<file path="src/rtl/mmu_reg_pkg.sv">
package mmu_reg_pkg;
  localparam int unsigned OFF_CTRL  = 'h000;
  localparam int unsigned OFF_CFG   = 'h004;
  localparam int unsigned OFF_STAT  = 'h008;
  localparam int unsigned OFF_FLUSH = 'h00C;
  localparam int unsigned OFF_FENT  = 'h010;
  localparam int unsigned OFF_BASE  = 'h014;
  localparam int unsigned OFF_ISTAT = 'h018;
  localparam int unsigned OFF_ICLR  = 'h01C;
  localparam int unsigned OFF_PFA   = 'h024;
  localparam int unsigned OFF_WFA   = 'h028;
  localparam int unsigned OFF_RFA   = 'h02C;
  localparam int unsigned OFF_SLV   = 'h030;
  localparam int unsigned OFF_VER   = 'h034;

  localparam int unsigned CTRL_RUN   = 'h5;
  localparam int unsigned CTRL_BLOCK = 'h7;

  typedef enum logic [1:0] {
    MODE_OFF   = 2'd0,
    MODE_RUN   = 2'd1,
    MODE_BLOCK = 2'd2
  } mode_e;

  typedef struct packed {
    logic wrCtrl;
    logic wrCfg;
    logic wrFlush;
    logic wrFlushEnt;
    logic wrBase;
    logic wrIntClr;
  } regStrobes_t;

  // capture register index: 0 page, 1 read side, 2 write side, 3 slave
  function automatic logic [1:0] faultDest(input logic [2:0] ftype);
    case (ftype)
      3'd0:                faultDest = 2'd0;
      3'd3:                faultDest = 2'd3;
      3'd1, 3'd4, 3'd5:    faultDest = 2'd1;
      default:             faultDest = 2'd2;
    endcase
  endfunction
endpackage

</file>
<file path="src/rtl/mmu_reg_ctrl.sv">
module mmu_reg_ctrl
  import mmu_reg_pkg::*;
#(
  parameter int ADDR_W     = 8,
  parameter int DATA_W     = 32,
  parameter int PAGE_SHIFT = 12
) (
  input  logic              clk,
  input  logic              rst_n,
  input  logic              regWrEn,
  input  logic [ADDR_W-1:0] regAddr,
  input  logic [DATA_W-1:0] regWdata,
  input  logic              faultValid,
  output regStrobes_t       strb,
  output mode_e             mode,
  output logic              invAllPulse,
  output logic              invEntryPulse,
  output logic [DATA_W-1:0] invEntryAddr
);
  logic faultHold;
  logic isRun, isBlock;

  assign isRun   = (regWdata == DATA_W'(CTRL_RUN));
  assign isBlock = (regWdata == DATA_W'(CTRL_BLOCK));

  always_comb begin
    strb = '0;
    if (regWrEn) begin
      case (regAddr)
        ADDR_W'(OFF_CTRL):  strb.wrCtrl     = 1'b1;
        ADDR_W'(OFF_CFG):   strb.wrCfg      = 1'b1;
        ADDR_W'(OFF_FLUSH): strb.wrFlush    = 1'b1;
        ADDR_W'(OFF_FENT):  strb.wrFlushEnt = 1'b1;
        ADDR_W'(OFF_BASE):  strb.wrBase     = 1'b1;
        ADDR_W'(OFF_ICLR):  strb.wrIntClr   = 1'b1;
        default: ;
      endcase
    end
  end

  always_ff @(posedge clk) begin
    if (!rst_n) begin
      mode      <= MODE_OFF;
      faultHold <= 1'b0;
    end else if (faultValid) begin
      mode      <= MODE_BLOCK;
      faultHold <= 1'b1;
    end else if (strb.wrCtrl) begin
      if (isRun) begin
        mode      <= MODE_RUN;
        faultHold <= 1'b0;
      end else if (!faultHold) begin
        mode <= isBlock ? MODE_BLOCK : MODE_OFF;
      end
    end
  end

  always_ff @(posedge clk) begin
    if (!rst_n) begin
      invAllPulse   <= 1'b0;
      invEntryPulse <= 1'b0;
      invEntryAddr  <= '0;
    end else begin
      invAllPulse   <= (strb.wrFlush && regWdata[0]) || strb.wrBase;
      invEntryPulse <= strb.wrFlushEnt && regWdata[0];
      if (strb.wrFlushEnt && regWdata[0])
        invEntryAddr <= {regWdata[DATA_W-1:PAGE_SHIFT], {PAGE_SHIFT{1'b0}}};
    end
  end
endmodule

</file>
<file path="src/rtl/mmu_reg_dpath.sv">
module mmu_reg_dpath
  import mmu_reg_pkg::*;
#(
  parameter int ADDR_W     = 8,
  parameter int DATA_W     = 32,
  parameter int NUM_FAULTS = 8,
  parameter int VER_MAJOR  = 3,
  parameter int VER_MINOR  = 3
) (
  input  logic              clk,
  input  logic              rst_n,
  input  regStrobes_t       strb,
  input  logic [ADDR_W-1:0] regAddr,
  input  logic [DATA_W-1:0] regWdata,
  input  mode_e             mode,
  input  logic              drainIdle,
  input  logic              faultValid,
  input  logic [2:0]        faultType,
  input  logic [DATA_W-1:0] faultAddr,
  output logic [DATA_W-1:0] regRdata,
  output logic              irq
);
  localparam int NUM_CAPT = 4;
  localparam logic [DATA_W-1:0] VER_WORD =
    DATA_W'({VER_MAJOR[3:0], VER_MINOR[6:0], 21'd0});

  logic [DATA_W-1:0] cfgQ, baseQ;
  logic              ackQ;
  logic [NUM_FAULTS-1:0] statusQ, statusD;
  logic [NUM_CAPT-1:0][DATA_W-1:0] captQ, captD;
  logic [1:0] dest;

  assign dest = faultDest(faultType);

  genvar gi;
  generate
    for (gi = 0; gi < NUM_FAULTS; gi++) begin : gStat
      assign statusD[gi] = (faultValid && faultType == 3'(gi)) ||
                           (statusQ[gi] && !(strb.wrIntClr && regWdata[gi]));
    end
    for (gi = 0; gi < NUM_CAPT; gi++) begin : gCapt
      assign captD[gi] = (faultValid && dest == 2'(gi)) ? faultAddr : captQ[gi];
    end
  endgenerate

  always_ff @(posedge clk) begin
    if (!rst_n) begin
      cfgQ    <= '0;
      baseQ   <= '0;
      ackQ    <= 1'b0;
      statusQ <= '0;
      captQ   <= '0;
    end else begin
      if (strb.wrCfg)  cfgQ  <= regWdata;
      if (strb.wrBase) baseQ <= regWdata;
      ackQ    <= (mode == MODE_BLOCK) && drainIdle;
      statusQ <= statusD;
      captQ   <= captD;
    end
  end

  assign irq = |statusQ;

  always_comb begin
    regRdata = '0;
    case (regAddr)
      ADDR_W'(OFF_CTRL):  regRdata = (mode == MODE_RUN)   ? DATA_W'(CTRL_RUN) :
                                     (mode == MODE_BLOCK) ? DATA_W'(CTRL_BLOCK) : '0;
      ADDR_W'(OFF_CFG):   regRdata = cfgQ;
      ADDR_W'(OFF_STAT):  regRdata = DATA_W'(ackQ);
      ADDR_W'(OFF_BASE):  regRdata = baseQ;
      ADDR_W'(OFF_ISTAT): regRdata = DATA_W'(statusQ);
      ADDR_W'(OFF_PFA):   regRdata = captQ[0];
      ADDR_W'(OFF_RFA):   regRdata = captQ[1];
      ADDR_W'(OFF_WFA):   regRdata = captQ[2];
      ADDR_W'(OFF_SLV):   regRdata = captQ[3];
      ADDR_W'(OFF_VER):   regRdata = VER_WORD;
      default: ;
    endcase
  end
endmodule

</file>
<file path="src/rtl/mmu_ctrl_regs.sv">
module mmu_ctrl_regs
  import mmu_reg_pkg::*;
#(
  parameter int ADDR_W     = 8,
  parameter int DATA_W     = 32,
  parameter int PAGE_SHIFT = 12,
  parameter int VER_MAJOR  = 3,
  parameter int VER_MINOR  = 3
) (
  input  logic              clk,
  input  logic              rst_n,
  input  logic              regWrEn,
  input  logic [ADDR_W-1:0] regAddr,
  input  logic [DATA_W-1:0] regWdata,
  output logic [DATA_W-1:0] regRdata,
  input  logic              drainIdle,
  input  logic              faultValid,
  input  logic [2:0]        faultType,
  input  logic [DATA_W-1:0] faultAddr,
  output logic              modeEnable,
  output logic              modeBlock,
  output logic              irq,
  output logic              invAllPulse,
  output logic              invEntryPulse,
  output logic [DATA_W-1:0] invEntryAddr
);
  regStrobes_t strb;
  mode_e       mode;

  mmu_reg_ctrl #(.ADDR_W(ADDR_W), .DATA_W(DATA_W), .PAGE_SHIFT(PAGE_SHIFT)) uCtrl (
    .clk(clk), .rst_n(rst_n), .regWrEn(regWrEn), .regAddr(regAddr),
    .regWdata(regWdata), .faultValid(faultValid), .strb(strb), .mode(mode),
    .invAllPulse(invAllPulse), .invEntryPulse(invEntryPulse),
    .invEntryAddr(invEntryAddr)
  );

  mmu_reg_dpath #(.ADDR_W(ADDR_W), .DATA_W(DATA_W), .NUM_FAULTS(8),
                  .VER_MAJOR(VER_MAJOR), .VER_MINOR(VER_MINOR)) uDpath (
    .clk(clk), .rst_n(rst_n), .strb(strb), .regAddr(regAddr),
    .regWdata(regWdata), .mode(mode), .drainIdle(drainIdle),
    .faultValid(faultValid), .faultType(faultType), .faultAddr(faultAddr),
    .regRdata(regRdata), .irq(irq)
  );

  assign modeEnable = (mode != MODE_OFF);
  assign modeBlock  = (mode == MODE_BLOCK);
endmodule

</file>
<file path="config.mk">
export PLATFORM = sky130hd
export DESIGN_NAME = mmu_ctrl_regs
export DESIGN_NICKNAME = d
export VERILOG_FILES = /design/src/rtl/mmu_reg_pkg.sv /design/src/rtl/mmu_reg_ctrl.sv /design/src/rtl/mmu_reg_dpath.sv /design/src/rtl/mmu_ctrl_regs.sv
export SDC_FILE = /design/constraint.sdc
export NUM_CORES = 1
export LEC_CHECK = 0
export BUFFER_PORTS_ARGS = -buffer_cell sky130_fd_sc_hd__buf_4
export CAP_MARGIN = 10
export CELL_PAD_IN_SITES_DETAIL_PLACEMENT = 1
export CELL_PAD_IN_SITES_GLOBAL_PLACEMENT = 1
export CORE_MARGIN = 4
export CORE_UTILIZATION = 41
export DETAILED_ROUTE_END_ITERATION = 12
export PLACE_DENSITY_LB_ADDON = 0.1
export SYNTH_ARGS = -nofsm -noshare
export SYNTH_HDL_FRONTEND = slang
export SYNTH_SLANG_ARGS = --single-unit
</file>
<file path="constraint.sdc">
create_clock -name clk -period 1.8 [get_ports clk]
set_input_delay 0.18 -clock clk [delete_from_list [all_inputs] [get_ports clk]]
set_output_delay 0.18 -clock clk [all_outputs]
set_load 0.01 [all_outputs]
</file>
==> results of run 1 <==
==> flip-flops by register name, indices dropped and copies added, names as in the netlist <==
signal / cells
uCtrl.faultHold: 1
uCtrl.invAllPulse: 1
uCtrl.invEntryAddr: 20
uCtrl.invEntryPulse: 1
uCtrl.mode: 2
uDpath.ackQ: 1
uDpath.baseQ: 32
uDpath.captQ: 128
uDpath.cfgQ: 32
uDpath.statusQ: 8
==> synth_stat cells, types with 4 or more instances <==
| master | instances | share of area |
|---|---|---|
| buf_4 | 20 | 0.016 |
| nand2_1 | 437 | 0.17 |
| a21oi_1 | 214 | 0.11 |
| o21a_1 | 8 | 0.0064 |
| nand3_1 | 35 | 0.019 |
| a22oi_1 | 79 | 0.063 |
| a21boi_0 | 8 | 0.0064 |
| and3_1 | 5 | 0.0033 |
| clkbuf_1 | 46 | 0.018 |
| nor2_1 | 17 | 0.0068 |
| buf_6 | 9 | 0.011 |
| nand4_1 | 4 | 0.0027 |
| buf_2 | 30 | 0.016 |
| nor4_1 | 7 | 0.0046 |
| and2_1 | 6 | 0.0040 |
| a222oi_1 | 10 | 0.011 |
| a22o_1 | 4 | 0.0037 |
| dfxtp_1 | 226 | 0.48 |
| nand2b_1 | 4 | 0.0027 |
==> cell type report <==
cell class | count | area [µm²]
clock inverters | 5 | 40.04
fillers | 2657 | 9500
inverters | 4 | 20.02
multi-input cells | 885 | 4571
flip-flops and latches | 226 | 4529
clock buffers | 41 | 785.8
repair buffers | 285 | 2838
well taps | 285 | 356.6
==> tightest hold or removal path: cells and delay by family <==
family	cells	cell delay, ns
buffers and inverters	2	0.20
AND/OR/NAND/NOR	1	0.04
AO/OA/AOI/OAI	1	0.10
==> where the power goes <==
group	switching [mW]	internal [mW]	leakage (nW)
logic	0.544	0.420	2.70
registers	0.0675	5.11	1.83
clock network	2.17	2.99	0.412
total	2.78	8.51	4.95
==> stage by stage <==
stage           TNS, ns  std cells    util
6_report        -0.2808       1731  0.5804
5_1_grt          -1.183       1731  0.5804
4_1_cts         -0.4271       1727  0.5708
3_5_place_dp    -0.3008       1618  0.5003
3_3_place_gp   -0.03275       1618  0.5003
2_1_floorplan         0       1221       -
==> how the worst max path moves through the flow <==
| stage | slack (ns) | cells past startpoint | to |
|---|---|---|---|
| after CTS | -0.14 | 5 | regRdata[0] |
| after detailed placement | -0.08 | 7 | uCtrl.mode[1] |
| after floorplan | 0.27 | 7 | regRdata[3] |
| after global placement | -0.02 | 8 | regRdata[4] |
| final | -0.15 | 5 | regRdata[0] |
| after global routing | -0.21 | 5 | regRdata[0] |
==> layer usage <==
| layer | vias to the layer above | global-route usage |
|---|---|---|
| li1 | 4524 | - |
| met1 | 4923 | 0.3829 |
| met2 | 361 | 0.5050 |
| met3 | 66 | 0.04142 |
| met4 | 0 | 0.08166 |
| met5 | - | 0 |
==> repair_timing <==
| action | in CTS | in global routing |
|---|---|---|
| gates cloned | 3 | 0 |
| setup buffers | 10 | 8 |
| endpoints found under the hold margin | 176 | 0 |
| endpoints found under the setup margin | 22 | 34 |
| hold buffers | 51 | 0 |
| resized for setup | 22 | 45 |
| pin swaps | 13 | 26 |
==> cells by family after synthesis <==
logic type,count (synthesis),share of synthesized area
compound gates,332,0.2116
fa+ha+maj,2,0.002656
buf+inv,110,0.06308
flops,226,0.4802
other cells,1,0.0003980
simple gates,539,0.2421
==> impl_metrics.ini, run 1 <==
[status]
status = finished, violations left
violations = setup timing

[power_and_ir_drop]
p_per_area_nw_per_um2 = 859.2
vdd_drop_max_mv = 0.5872
power_leakage_nw = 4.946
finalPower_mw = 11.29

[place]
place_congestion = 0.8198
place_area_um2 = 11330
post-place-ws_ns = -0.07993
dpl.hpwl_um = 22670
port_buffers = 136

[route]
drc_errors = 0
routed-wl-met2_um = 19310
wl_met3_um = 2452
drt_iter0_drc = 859
drt_wl_total_um = 39290
avgRoutedWirePerCell_um = 22.70
first_pass_iters = 5
ant_nets = 0
vias = 9874
wl_met1_um = 16630
top_layer_used = met4
via_per_inst = 5.704

[clocking]
clk_path_buf_depth = 3
clock_sinks = 226
path_clk_slew_ns = 0.06
cts_inserted_buffers = 25
root_buffer = clkbuf_16
cts_tree = yes
clk_latency_ns = 0.54
cts.htree.levels = 1

[global_routing]
grt_pass1_wl_um = 59300
grt_max_degree = 56
antenna_found_initial = 0
gr-total-overflow = 0
globalRouteTotalUtil = 0.2924
grt_pass1_vias = 10200

[min_path]
hold_path_depth = 4
min_from = regWdata[13]
holdPathEnd = uDpath.cfgQ[13]
hold_class = primary input to flip-flop

[worst_setup_path]
r2r_slack_ns = 0.64
endpoint_kind = output port
arrival_ns = 1.77
start_kind = flip-flop
cp.required_ns = 1.62
reg2reg_from = uCtrl.mode[1]
r2r_end = uCtrl.mode[1]
crit_type = flip-flop to output port
path_buf_inv = 2
path_max_fanout = 2
path_delay_family = flip-flops
crit_start = uCtrl.mode[0]
slowest_stage = dfxtp_2
r2r_cells = 5
max_stage_delay_ns = 0.33
worstPathCellList = inv_2 > ha_4 > a221oi_2 > nand3_1 > buf_4

[flow_run]
drv_cap = 0

[synth]
netlist_area_um2 = 9422
synth_cells = 1210
synthFlopType = dfxtp_1
avgSynthCellArea_um2 = 7.786
synth-seq-cells = 226
async_flop_share = 0
yosysWarnings = 0
yosys.cell_types.count = 46
synth_enable_flop_cells = 0
synth_seq_area_share = 0.4802

[cells_and_area]
area_delta_synth_final_pct = 39.47
num_antenna_cells = 0
finalNetCount = 1509
layout_commonest_cell = nand2_1
layout_common_cells = 437 x nand2_1, 222 x dfxtp_1, 214 x a21oi_1
drive_above_1_share = 0.2282
fin_area_um2 = 13140

[timing]
finalHoldViolations = 0
max-slew-margin-rel = 0.6138
worst_slack_ns = -0.1543
finalCriticalPeriod_ns = 1.954
finalClockSkew_ns = 0.002866
finalCritPeriodShare = 1.086
fmax_ghz = 0.5117
grt_setup_unrepaired = yes
slew_viol_final = 0
worstMarginPinSlew_ns = 0.5793
hold_ws_ns = 0.02684
setup_violations = 3

[die]
die_y_um = 159.6
coreArea_um2 = 22640
start_util = 0.4161
pin_count = 149
die-area_um2 = 25470
die_x_um = 159.6
fp-row-count = 55
Note: power is estimated with default switching activity, not from simulation.
==> inputs of run 2 (changes only) <==
- CORE_MARGIN: 4 -> default
- PLACE_DENSITY: default -> 0.77
- PLACE_DENSITY_LB_ADDON: 0.1 -> default
==> run 2 against run 1 <==
  * The flow finishes with violations (hold timing, setup timing)
  * Register-to-register slack improved by 0.04 ns
  * Clock skew about the same
  * Routed wire length increased by 2.1%
  * Worst hold slack got worse by 0.029 ns
  * Die area down 7.4%
==> impl_metrics.ini, run 2 (synthesis results as in run 1) <==
[status]
status = finished, violations left
violations = hold timing, setup timing

[worst_setup_path]
crit_type = flip-flop to output port
arrival_ns = 1.75
reg2reg_from = uCtrl.mode[1]
r2r_slack_ns = 0.68
r2r_cells = 5
endpoint_kind = output port
path_max_fanout = 2
crit_start = uCtrl.mode[1]
r2r_end = uCtrl.mode[1]
cp.required_ns = 1.62
start_kind = flip-flop

[global_routing]
grt_pass1_wl_um = 59370
antenna_found_initial = 0
grt_max_degree = 53
grt_pass1_vias = 10250
globalRouteTotalUtil = 0.3253
gr-total-overflow = 0

[clocking]
cts.htree.levels = 1
root_buffer = clkbuf_16
cts_inserted_buffers = 26
path_clk_slew_ns = 0.06
clk_path_buf_depth = 3
cts_tree = yes
clk_latency_ns = 0.54
clock_sinks = 226

[timing]
setup_violations = 7
worstMarginPinSlew_ns = 0.5675
finalCriticalPeriod_ns = 1.932
grt_setup_unrepaired = yes
max-slew-margin-rel = 0.6216
finalCritPeriodShare = 1.073
hold_ws_ns = -0.002624
worst_slack_ns = -0.1318
slew_viol_final = 0
finalClockSkew_ns = 0.003098
fmax_ghz = 0.5177
finalHoldViolations = 1

[die]
die_y_um = 153.6
fp-row-count = 55
start_util = 0.4174
die-area_um2 = 23590
pin_count = 149
die_x_um = 153.6
coreArea_um2 = 22570

[min_path]
min_from = regWrEn
holdPathEnd = uCtrl.mode[0]
hold_path_depth = 3
hold_class = primary input to flip-flop

[cells_and_area]
num_antenna_cells = 0
final_cells = 1733
fillCellCount = 2657
seq_area_um2 = 4532
drive_above_1_share = 0.2244
finalNetCount = 1511
largest_reg_flops = 128
layout_commonest_cell = nand2_1
reg.largest.list = uDpath.captQ x128, uDpath.baseQ x32, uDpath.cfgQ x32
layout_common_cells = 437 x nand2_1, 220 x dfxtp_1, 214 x a21oi_1
top_register = uDpath.captQ
post-route-util = 0.5854
multi_input_area_um2 = 4571
area_delta_synth_final_pct = 40.25

[power_and_ir_drop]
switching_share = 0.2485
power_leakage_nw = 4.938
p_clk_frac = 0.469
vdd_drop_max_mv = 0.5694
seqPwrFrac = 0.446
intPower_mw = 8.712
finalPower_mw = 11.59
p_per_area_nw_per_um2 = 877.4
combPwrFrac = 0.085
p_sw_mw = 2.882

[route]
first_pass_iters = 8
drt_wl_total_um = 40100
ant_nets = 0
avgRoutedWirePerCell_um = 23.14
vias = 10200
via_per_inst = 5.887
drt_iter0_drc = 1050
drc_errors = 0

[place]
dpl.hpwl_um = 22640
post-place-ws_ns = -0.1106
dp_cells = 1602
port_buffers = 136
place_congestion = 0.8095

[flow_run]
drv_cap = 0
run 2: worst max-delay path, stage by stage, from the launching register on:
cell      delay, ns
dfxtp_2        0.32
inv_1          0.09
ha_4           0.22
a221oi_2       0.29
nand3_1        0.13
buf_4          0.16
run 2: metal layers:
metal / global-route usage / vias up / wire (µm)
li1: - / 4547 / -
met1: 0.4198 / 5025 / 16450
met5: 0 / - / 0
met4: 0.1429 / 0 / 1150
met3: 0.05750 / 105 / 3173
met2: 0.5325 / 526 / 19320
run 2: metrics by stage:
step                area (µm²)  TNS, ns
floorplan                 9463        0
global placement         11110  -0.2545
detailed placement       11110  -0.7228
CTS                      12800  -0.3391
global route             13210  -0.8274
finish                   13210  -0.3580
run 2: area by class of cell:
type,count,area share
Clock buffer,33,0.05577
Clock inverter,14,0.01051
Inverter,4,0.001515
Multi-Input combinational cell,885,0.3459
Sequential cell,226,0.3430
Tap cell,285,0.02699
Timing Repair Buffer,286,0.2164
run 2: power by group through the flow:
| stage | Clock, mW | Sequential [mW] | Combinational, mW |
|---|---|---|---|
| 6_report | 5.43 | 5.18 | 0.983 |
| 3_3_place_gp | 0 | 5.27 | 0.771 |
| 4_1_cts | 5.45 | 5.17 | 0.923 |
| 3_5_place_dp | 0 | 5.28 | 0.789 |
| 5_1_grt | 5.67 | 5.18 | 1.04 |
| 2_1_floorplan | 0 | 5.26 | 0.343 |
run 2: timing repair:
item	4_1_cts	5_1_grt
resized for setup	24	52
hold buffers	63	0
setup endpoints to repair	24	36
cloned	2	3
buffers inserted	6	11
pin swaps	15	22
endpoints found under the hold margin	213	0
run 2: worst max path at each step:
stage | to | slack, ns | cells after the start
finish | regRdata[0] | -0.13 | 5
global route | regRdata[1] | -0.17 | 4
CTS | regRdata[0] | -0.13 | 5
detailed placement | uCtrl.mode[1] | -0.11 | 8
global placement | uCtrl.mode[1] | -0.07 | 8
floorplan | regRdata[3] | 0.27 | 7
==> inputs of run 3 (changes only) <==
- ABC_AREA: default -> 1
- CORE_UTILIZATION: 41 -> 40
- SETUP_SLACK_MARGIN: default -> 0.1
==> run 3 against run 2 <==
  * The flow finishes with violations (setup timing)
  * Total power is 1.7% higher
  * Cell area increased by 4.2%
  * Clock power rose by 2%
  * Flip-flop and latch count did not move
  * Count of clock-buffer cells in the layout up 4
==> impl_metrics.ini, run 3 <==
[synth]
synthTopCellsByArea = dfxtp_1 47%, nor2_1 11%, nand2_1 9.6%
async_flop_share = 0
synth_top_area_frac = 0.4731
synth-seq-cells = 226
yosys.cell_types.count = 29
synthTopCellsByCount = 284 x nor2_1, 244 x nand2_1, 226 x dfxtp_1
synth_cells = 1359
netlist_area_um2 = 9563
synth.largest_area_cell = dfxtp_1
synth_seq_area_share = 0.4731
yosysWarnings = 0
synthFlopType = dfxtp_1
synth_enable_flop_cells = 0
avgSynthCellArea_um2 = 7.037
yosysMostFrequentCell = nor2_1

[clocking]
clk_path_buf_depth = 3
path_clk_slew_ns = 0.06
clock_sinks = 226
root_buffer = clkbuf_16
cts_tree = yes
cts.htree.levels = 1
cts_inserted_buffers = 26
clk_latency_ns = 0.52

[cells_and_area]
finalNetCount = 1672
area_delta_synth_final_pct = 44.03
post-route-util = 0.5868
seq_area_um2 = 4531
largest_reg_flops = 128
reg.largest.list = uDpath.captQ x128, uDpath.baseQ x32, uDpath.cfgQ x32
top_register = uDpath.captQ
layout_common_cells = 281 x nor2_1, 223 x dfxtp_1, 191 x nand2_1
fillCellCount = 2857
num_antenna_cells = 0
layout_commonest_cell = nor2_1
final_cells = 1927
multi_input_area_um2 = 4791
drive_above_1_share = 0.2388

[place]
place_congestion = 0.8137
dp_cells = 1780
port_buffers = 136
post-place-ws_ns = -0.2111
dpl.hpwl_um = 21980

[die]
fp-row-count = 56
die_y_um = 156.6
die-area_um2 = 24530
pin_count = 149
coreArea_um2 = 23470
start_util = 0.4074
die_x_um = 156.6

[power_and_ir_drop]
p_sw_mw = 2.821
power_leakage_nw = 6.134
seqPwrFrac = 0.446
intPower_mw = 8.973
vdd_drop_max_mv = 0.5615
p_per_area_nw_per_um2 = 856.2
combPwrFrac = 0.084
p_clk_frac = 0.470
switching_share = 0.2392

[route]
drt_wl_total_um = 38650
ant_nets = 0
drt_iter0_drc = 775
via_per_inst = 5.427
avgRoutedWirePerCell_um = 20.06
routed-wl-met2_um = 18390
wl_met1_um = 17400
top_layer_used = met4
vias = 10460
wl_met3_um = 2001
first_pass_iters = 5
drc_errors = 0

[timing]
setup_violations = 9
finalClockSkew_ns = 0.001715
max-slew-margin-rel = 0.5002
grt_setup_unrepaired = yes
finalHoldViolations = 0
fin_tns_setup_ns = -0.1274
finalCritPeriodShare = 1.013
worstMarginPinSlew_ns = 0.7486
worst_slack_ns = -0.02425
fmax_ghz = 0.5482
slew_viol_final = 0
finalCriticalPeriod_ns = 1.824

[worst_setup_path]
crit_type = primary input to output port
reg2reg_from = uCtrl.mode[0]
arrival_ns = 1.64
endpoint = regRdata[14]
start_kind = primary input
r2r_end = uDpath.ackQ
r2r_slack_ns = 0.79
r2r_cells = 6
crit_start = regAddr[1]
cp.required_ns = 1.62
endpoint_kind = output port
path_max_fanout = 7

[global_routing]
grt_max_degree = 94
globalRouteTotalUtil = 0.3031
grt_pass1_wl_um = 57890
grt_pass1_vias = 10520
gr-total-overflow = 0
antenna_found_initial = 0

[status]
violations = setup timing
status = finished, violations left

[flow_run]
drv_cap = 0

[min_path]
hold_class = primary input to flip-flop
run 3: cell types whose count changed after synthesis, sizes merged, moves of 24 or more:
cell | previous run | this run
nand2 | 439 | 245
a21oi | 214 | 128
o21ai | 2 | 198
nand4 | 4 | 28
a22oi | 79 | 0
nor2 | 18 | 291
inv | 4 | 75
run 3: worst min-delay path by stage:
stage | startpoint | end | slack (ns) | cells after the start
after global placement | faultValid | uCtrl.mode[0] | 0.41 | 2
after CTS | regWdata[19] | uCtrl.invEntryAddr[19] | 0.02 | 3
after detailed placement | faultValid | uCtrl.mode[0] | 0.41 | 2
final | regWdata[19] | uCtrl.invEntryAddr[19] | 0.03 | 3
after global routing | regWdata[19] | uDpath.cfgQ[19] | 0.02 | 3
after floorplan | faultValid | uCtrl.mode[0] | 0.26 | 1
run 3: power by group through the flow:
stage	clock [mW]	sequential, mW	combinational, mW
floorplan	0	5.32	0.397
global placement	0	5.35	0.740
detailed placement	0	5.35	0.764
CTS	5.60	5.25	0.923
global route	5.81	5.27	1.06
finish	5.55	5.26	0.985
run 3: layout make-up:
type / count / share of cell area
Sequential cell: 226 / 0.3289
Clock inverter: 9 / 0.009084
Clock buffer: 37 / 0.05614
Timing Repair Buffer: 289 / 0.2054
Inverter: 76 / 0.02362
Tap cell: 319 / 0.02898
Multi-Input combinational cell: 971 / 0.3478
run 3: critical path, cell delays in order:
cell and delay [ns]:
buf_8 0.10, nor2_4 0.14, nand3_4 0.10, buf_6 0.13, nor2_4 0.21, buf_4 0.19
buf_16 0.12, nand2_1 0.05, nand2_1 0.13, a21oi_1 0.08, nand4_1 0.09, buf_4 0.12
run 3: metrics by stage:
stage / hold WS (ns) / area, µm² / total power [mW]
final: 0.03149 / 13770 / 11.79
after global routing: 0.02351 / 13770 / 12.14
after CTS: 0.01621 / 13310 / 11.77
after detailed placement: 0.4109 / 11130 / 6.111
after global placement: 0.4067 / 11130 / 6.087
after floorplan: 0.2585 / 9604 / 5.717
run 3: cells by family after synthesis:
| group | count (synthesis) | share of synthesized area |
|---|---|---|
| simple gates | 625 | 0.2681 |
| buf+inv | 173 | 0.08060 |
| compound gates | 332 | 0.1752 |
| other cells | 1 | 0.0003921 |
| fa+ha+maj | 2 | 0.002616 |
| flops | 226 | 0.4731 |
run 3: what timing repair did:
action,in CTS,in global routing
gates resized for setup,105,97
hold buffers,69,0
cloned,4,2
endpoints found under the setup margin,32,34
hold endpoints to repair,212,0
pin swaps,32,50
buffers inserted,16,10
run 3: layer usage:
layer,global-route usage,vias to the layer above
met5,0,-
met4,0.08590,0
met3,0.04043,65
met2,0.5068,353
met1,0.4073,5169
li1,-,4871
